==> src/rtl/booth_pkg.sv <==
package booth_pkg;

  // Recoded digit controls for one group: magnitude 1, magnitude 2, negate.
  typedef struct packed {
    logic neg;
    logic one;
    logic two;
  } bctl_t;

  // Recode one overlapping triplet {hi, mid, lo} into select controls.
  function automatic bctl_t booth_code(input logic [2:0] t);
    bctl_t c;
    c = '0;
    unique case (t)
      3'b001, 3'b010: c.one = 1'b1;
      3'b011:         c.two = 1'b1;
      3'b100: begin   c.two = 1'b1; c.neg = 1'b1; end
      3'b101, 3'b110: begin c.one = 1'b1; c.neg = 1'b1; end
      default:        c = '0;
    endcase
    return c;
  endfunction

  // Arithmetic weight of a triplet: -2*hi + mid + lo.
  function automatic int trip_weight(input logic [2:0] t);
    return int'(t[1]) + int'(t[0]) - 2 * int'(t[2]);
  endfunction

  // Signed digit implied by a set of controls.
  function automatic int ctl_weight(input bctl_t c);
    int w;
    w = c.two ? 2 : (c.one ? 1 : 0);
    return c.neg ? -w : w;
  endfunction

endpackage

==> src/rtl/booth_enc.sv <==
module booth_enc
  import booth_pkg::*;
#(
  parameter int N = 8
) (
  input  logic [N-1:0]          mplier_i,
  output bctl_t [(N/2)-1:0]     ctl_o
);
  localparam int M = N / 2;

  logic [N:0] xe;
  assign xe = {mplier_i, 1'b0};

  for (genvar g = 0; g < M; g++) begin : g_grp
    logic [2:0] trip;
    assign trip     = xe[2*g+2 -: 3];
    assign ctl_o[g] = booth_code(trip);

    always_comb begin
      p_sel_onehot_r3: assert ($onehot0({ctl_o[g].one, ctl_o[g].two}))
        else $error("R3 group %0d selects both magnitudes", g);
      p_zero_not_neg_r3: assert (!((trip == 3'b000 || trip == 3'b111) && ctl_o[g] != '0))
        else $error("R3 zero digit carries controls in group %0d", g);
      p_digit_r2: assert (ctl_weight(ctl_o[g]) == trip_weight(trip))
        else $error("R2 group %0d digit mismatch", g);
    end
  end
endmodule

==> src/rtl/booth_sel.sv <==
module booth_sel
  import booth_pkg::*;
#(
  parameter int N = 8
) (
  input  logic [N-1:0] mcand_i,
  input  bctl_t        ctl_i,
  output logic [N:0]   row_o
);
  logic [N:0] y1, y2, mag;

  assign y1 = {mcand_i[N-1], mcand_i};
  assign y2 = {mcand_i, 1'b0};

  for (genvar b = 0; b <= N; b++) begin : g_bit
    assign mag[b]   = (ctl_i.one & y1[b]) | (ctl_i.two & y2[b]);
    assign row_o[b] = mag[b] ^ ctl_i.neg;
  end

  always_comb begin
    p_row_value_r4: assert ((int'($signed(row_o)) + int'(ctl_i.neg)) ==
                            ctl_weight(ctl_i) * int'($signed(mcand_i)))
      else $error("R4 row value disagrees with digit");
  end
endmodule

==> src/rtl/csa_row.sv <==
module csa_row #(
  parameter int W = 16
) (
  input  logic [W-1:0] a_i,
  input  logic [W-1:0] b_i,
  input  logic [W-1:0] d_i,
  output logic [W-1:0] sum_o,
  output logic [W-1:0] carry_o
);
  logic [W-1:0] maj;

  for (genvar b = 0; b < W; b++) begin : g_fa
    assign sum_o[b] = a_i[b] ^ b_i[b] ^ d_i[b];
    assign maj[b]   = (a_i[b] & b_i[b]) | (a_i[b] & d_i[b]) | (b_i[b] & d_i[b]);
  end
  assign carry_o = {maj[W-2:0], 1'b0};

  logic [W-1:0] tot_in, tot_out;
  always_comb begin
    tot_in  = a_i + b_i + d_i;
    tot_out = sum_o + carry_o;
    p_csa_conserve_r5: assert (tot_in == tot_out)
      else $error("R5 carry-save stage lost value");
  end
endmodule

==> src/rtl/csa_reduce.sv <==
module csa_reduce #(
  parameter int W = 16,
  parameter int K = 5
) (
  input  logic [K-1:0][W-1:0] ops_i,
  output logic [W-1:0]        sum_o,
  output logic [W-1:0]        carry_o
);
  if (K >= 3) begin : g_chain
    localparam int S = K - 2;
    logic [S:0][W-1:0] s, c;
    assign s[0] = ops_i[0];
    assign c[0] = ops_i[1];
    for (genvar j = 0; j < S; j++) begin : g_stage
      csa_row #(.W(W)) u_row (
        .a_i    (s[j]),
        .b_i    (c[j]),
        .d_i    (ops_i[j+2]),
        .sum_o  (s[j+1]),
        .carry_o(c[j+1])
      );
    end
    assign sum_o   = s[S];
    assign carry_o = c[S];
  end else begin : g_pass
    assign sum_o   = ops_i[0];
    assign carry_o = (K == 2) ? ops_i[K-1] : '0;
  end
endmodule

==> src/rtl/booth_r4_mult.sv <==
module booth_r4_mult
  import booth_pkg::*;
#(
  parameter int N = 8
) (
  input  logic [N-1:0]   mcand_i,
  input  logic [N-1:0]   mplier_i,
  output logic [2*N-1:0] prod_o
);
  localparam int M = N / 2;
  localparam int W = 2 * N;
  localparam int K = M + 1;

  // Constant that balances every row's inverted sign bit: -sum(2^(N+2i)).
  function automatic logic [W-1:0] sign_const();
    logic [W-1:0] acc;
    acc = '0;
    for (int i = 0; i < M; i++) acc = acc + (W'(1) << (N + 2*i));
    return -acc;
  endfunction
  localparam logic [W-1:0] SIGN_K = sign_const();

  bctl_t [M-1:0]       ctl;
  logic  [M-1:0][N:0]  rows;
  logic  [K-1:0][W-1:0] ops;
  logic  [W-1:0]       neg_row;
  logic  [W-1:0]       red_sum, red_carry;

  booth_enc #(.N(N)) u_enc (
    .mplier_i(mplier_i),
    .ctl_o   (ctl)
  );

  for (genvar g = 0; g < M; g++) begin : g_pp
    booth_sel #(.N(N)) u_sel (
      .mcand_i(mcand_i),
      .ctl_i  (ctl[g]),
      .row_o  (rows[g])
    );
    assign ops[g] = {{(W-N-1){1'b0}}, ~rows[g][N], rows[g][N-1:0]} << (2*g);
  end

  always_comb begin
    neg_row = '0;
    for (int g = 0; g < M; g++) neg_row[2*g] = ctl[g].neg;
  end
  assign ops[M] = SIGN_K | neg_row;

  csa_reduce #(.W(W), .K(K)) u_red (
    .ops_i  (ops),
    .sum_o  (red_sum),
    .carry_o(red_carry)
  );

  assign prod_o = red_sum + red_carry;

  always_comb begin
    p_zero_r7: assert (!((mcand_i == '0 || mplier_i == '0) && prod_o != '0))
      else $error("R7 zero operand gave nonzero product");
    p_sign_r8: assert (!(mcand_i != '0 && mplier_i != '0 &&
                         prod_o[W-1] != (mcand_i[N-1] ^ mplier_i[N-1])))
      else $error("R8 product sign wrong");
    p_corr_disjoint_r6: assert ((neg_row & SIGN_K) == '0)
      else $error("R6 correction bits collide");
  end
endmodule

==> config.mk <==
export PLATFORM = sky130hd
export DESIGN_NAME = booth_r4_mult
export DESIGN_NICKNAME = d
export VERILOG_FILES = /design/src/rtl/booth_pkg.sv /design/src/rtl/booth_enc.sv /design/src/rtl/booth_sel.sv /design/src/rtl/csa_row.sv /design/src/rtl/csa_reduce.sv /design/src/rtl/booth_r4_mult.sv
export SDC_FILE = /design/constraint.sdc
export NUM_CORES = 1
export LEC_CHECK = 0
export BUFFER_PORTS_ARGS = -buffer_cell sky130_fd_sc_hd__buf_2
export CORE_ASPECT_RATIO = 0.75
export CORE_MARGIN = 4
export CORE_UTILIZATION = 30
export DETAILED_ROUTE_END_ITERATION = 12
export PLACE_DENSITY_LB_ADDON = 0.08
export SYNTH_ARGS = -nofsm -noshare
export SYNTH_HDL_FRONTEND = slang
export SYNTH_HIERARCHICAL = 1
export SYNTH_SLANG_ARGS = --single-unit
export TNS_END_PERCENT = 20
==> constraint.sdc <==
create_clock -name vclk -period 9.35
set_input_delay 0 -clock vclk [all_inputs]
set_output_delay 0 -clock vclk [all_outputs]
set_load 0.05 [all_outputs]
==> results.json <==
{
  "outcome": "complete, no violations",
  "dr.pass1.iters": 6,
  "gp_congestion": 0.749,
  "worstSetupPathType": "input port to output port",
  "post-dp-hpwl_microns": 5200,
  "grt_use_total_pct": 12.5,
  "synthXorXnorAreaFrac_pct": 20.3,
  "port_buffers": 32,
  "grt_max_degree": 15,
  "hp-class": "input port to output port",
  "vias": 1879,
  "first_iter_violations": 71,
  "synthCells": 260,
  "ys_types": 37,
  "core_sq_um": 8600,
  "critPathLaunchType": "input port",
  "cts_setup_buffers": 0,
  "grt_setup_unrepaired": "false",
  "end_kind": "output port",
  "area.sequential_sq_um": 0,
  "muxShareOfSynthArea_pct": 0.373,
  "antenna_found_initial": 0,
  "min_period_ps": 4870,
  "required_ps": 9350,
  "row_count": 29,
  "die_w_microns": 117,
  "postLayoutCoreUtil_pct": 34.6,
  "cts_resized": 0,
  "fin_ws_ps": 4480,
  "boundaryPins": 32,
  "overflow": 0,
  "fp.dieH_microns": 89.9,
  "setup_tns_ps": 0,
  "hold_path_end": "prod_o[0]",
  "seq_cells": 0,
  "synth-simple-area-share_pct": 6.76,
  "n_antenna_cell": 0,
  "drv_slew": 0,
  "worstMarginPinSlew_ps": 1050,
  "multiInputGateArea_sq_um": 2650,
  "min_from": "mplier_i[1]",
  "hold_buffers": 0,
  "max_cap_viol_count": 0,
  "yosys.area_share.adder_pct": 41.3,
  "hold_viol_final": 0,
  "worstPathArrival_ps": 4870,
  "finalNetCount": 392,
  "place_ws_ps": 4490,
  "fillers": 926,
  "drive_gt1_share_pct": 20.8,
  "fin_crit_sh_pct": 52.0,
  "slew_headroom_pct": 30.0,
  "drc_errors": 0,
  "totalWireLength_microns": 6040,
  "floorplan.initialDensity_pct": 31.2,
  "hold-path-cell-count": 4,
  "final_cell_mix": "xnor2_1 (46), fa_1 (46), conb_1 (43), buf_2 (32), a22oi_2 (28)",
  "yosysSeqAreaShare_pct": 0,
  "viasPerCell": 4.46,
  "timing.fmax_ghz": 0.206,
  "nClkBuffers": 0,
  "synth_compound_area_share_pct": 24.0,
  "syn_to_final_growth_pct": 10.7,
  "syn_area_sq_um": 2680,
  "grt_pass1_vias": 2008,
  "ys_warn_count": 6,
  "synth_top_family_by_area": "adder cells",
  "critical_path_peak_fanout": 14,
  "final_antenna_net_count": 0,
  "grt_pass1_wl_microns": 10700,
  "hold_slack_ps": 975,
  "die_area_sq_um": 10500,
  "setup_viol": 0,
  "routedWlPerCell_microns": 14.3,
  "syn_avg_cell_area_sq_um": 10.3
}
==> synth_stat cells (all sizes together), types with 4 or more instances <==
cell type   n  area, sq um
buf        15          143
conb        5         18.8
o21ai      12         60.1
ha         15          188
nand3       4         20.0
nand2      16         62.6
xnor2      46          403
fa         46          921
a21oi      17         85.1
o22ai       4         25.0
inv         7         26.3
xor2        8         70.1
a22oi      28          350
==> kinds of logic after synthesis <==
family | count (synthesis)
buffers and inverters | 24
adder cells (fa/ha/maj) | 61
AO/OA/AOI/OAI | 75
multiplexers | 1
XOR/XNOR | 57
other | 5
AND/OR/NAND/NOR | 37
==> metal layers <==
layer	part of all wire, %	up-vias	track usage, %
li1	-	966	-
met1	62	875	24.3
met2	35	38	15.1
met3	3.1	0	0.336
met4	0	0	0
met5	0	-	0
==> cell type report <==
cell class	count	area share, %
multi-input cells	274	89.2
inverters	7	0.884
well taps	108	4.55
repair buffers	32	5.39
==> worst max path at each step <==
| stage | end | cells past startpoint | from | slack [ps] |
|---|---|---|---|---|
| floorplan | prod_o[10] | 12 | mplier_i[1] | 5120 |
| global placement | prod_o[10] | 15 | mplier_i[1] | 4490 |
| detailed placement | prod_o[12] | 15 | mplier_i[1] | 4490 |
| CTS | prod_o[12] | 15 | mplier_i[1] | 4450 |
| global route | prod_o[10] | 15 | mplier_i[1] | 4150 |
| finish | prod_o[12] | 15 | mplier_i[1] | 4480 |
==> through the flow <==
stage / std cells / area, sq um
after global routing: 421 / 2970
final: 421 / 2970
after detailed placement: 421 / 2970
after global placement: 421 / 2970
after CTS: 421 / 2970
after floorplan: 298 / 2830
==> worst max-delay path, stage by stage <==
cell      delay [ps]
buf_2            300
nand2_1          120
o22ai_1          730
a22oi_2          190
xnor2_1          240
fa_1             480
fa_1             520
fa_1             510
ha_1             370
a21o_1           240
a311oi_2         340
nor3_1           130
o41ai_2          270
xnor2_1          150
buf_2            280
Power is not shown: default switching activity piles up to over one toggle a cycle in this logic, so the estimate is an artifact.
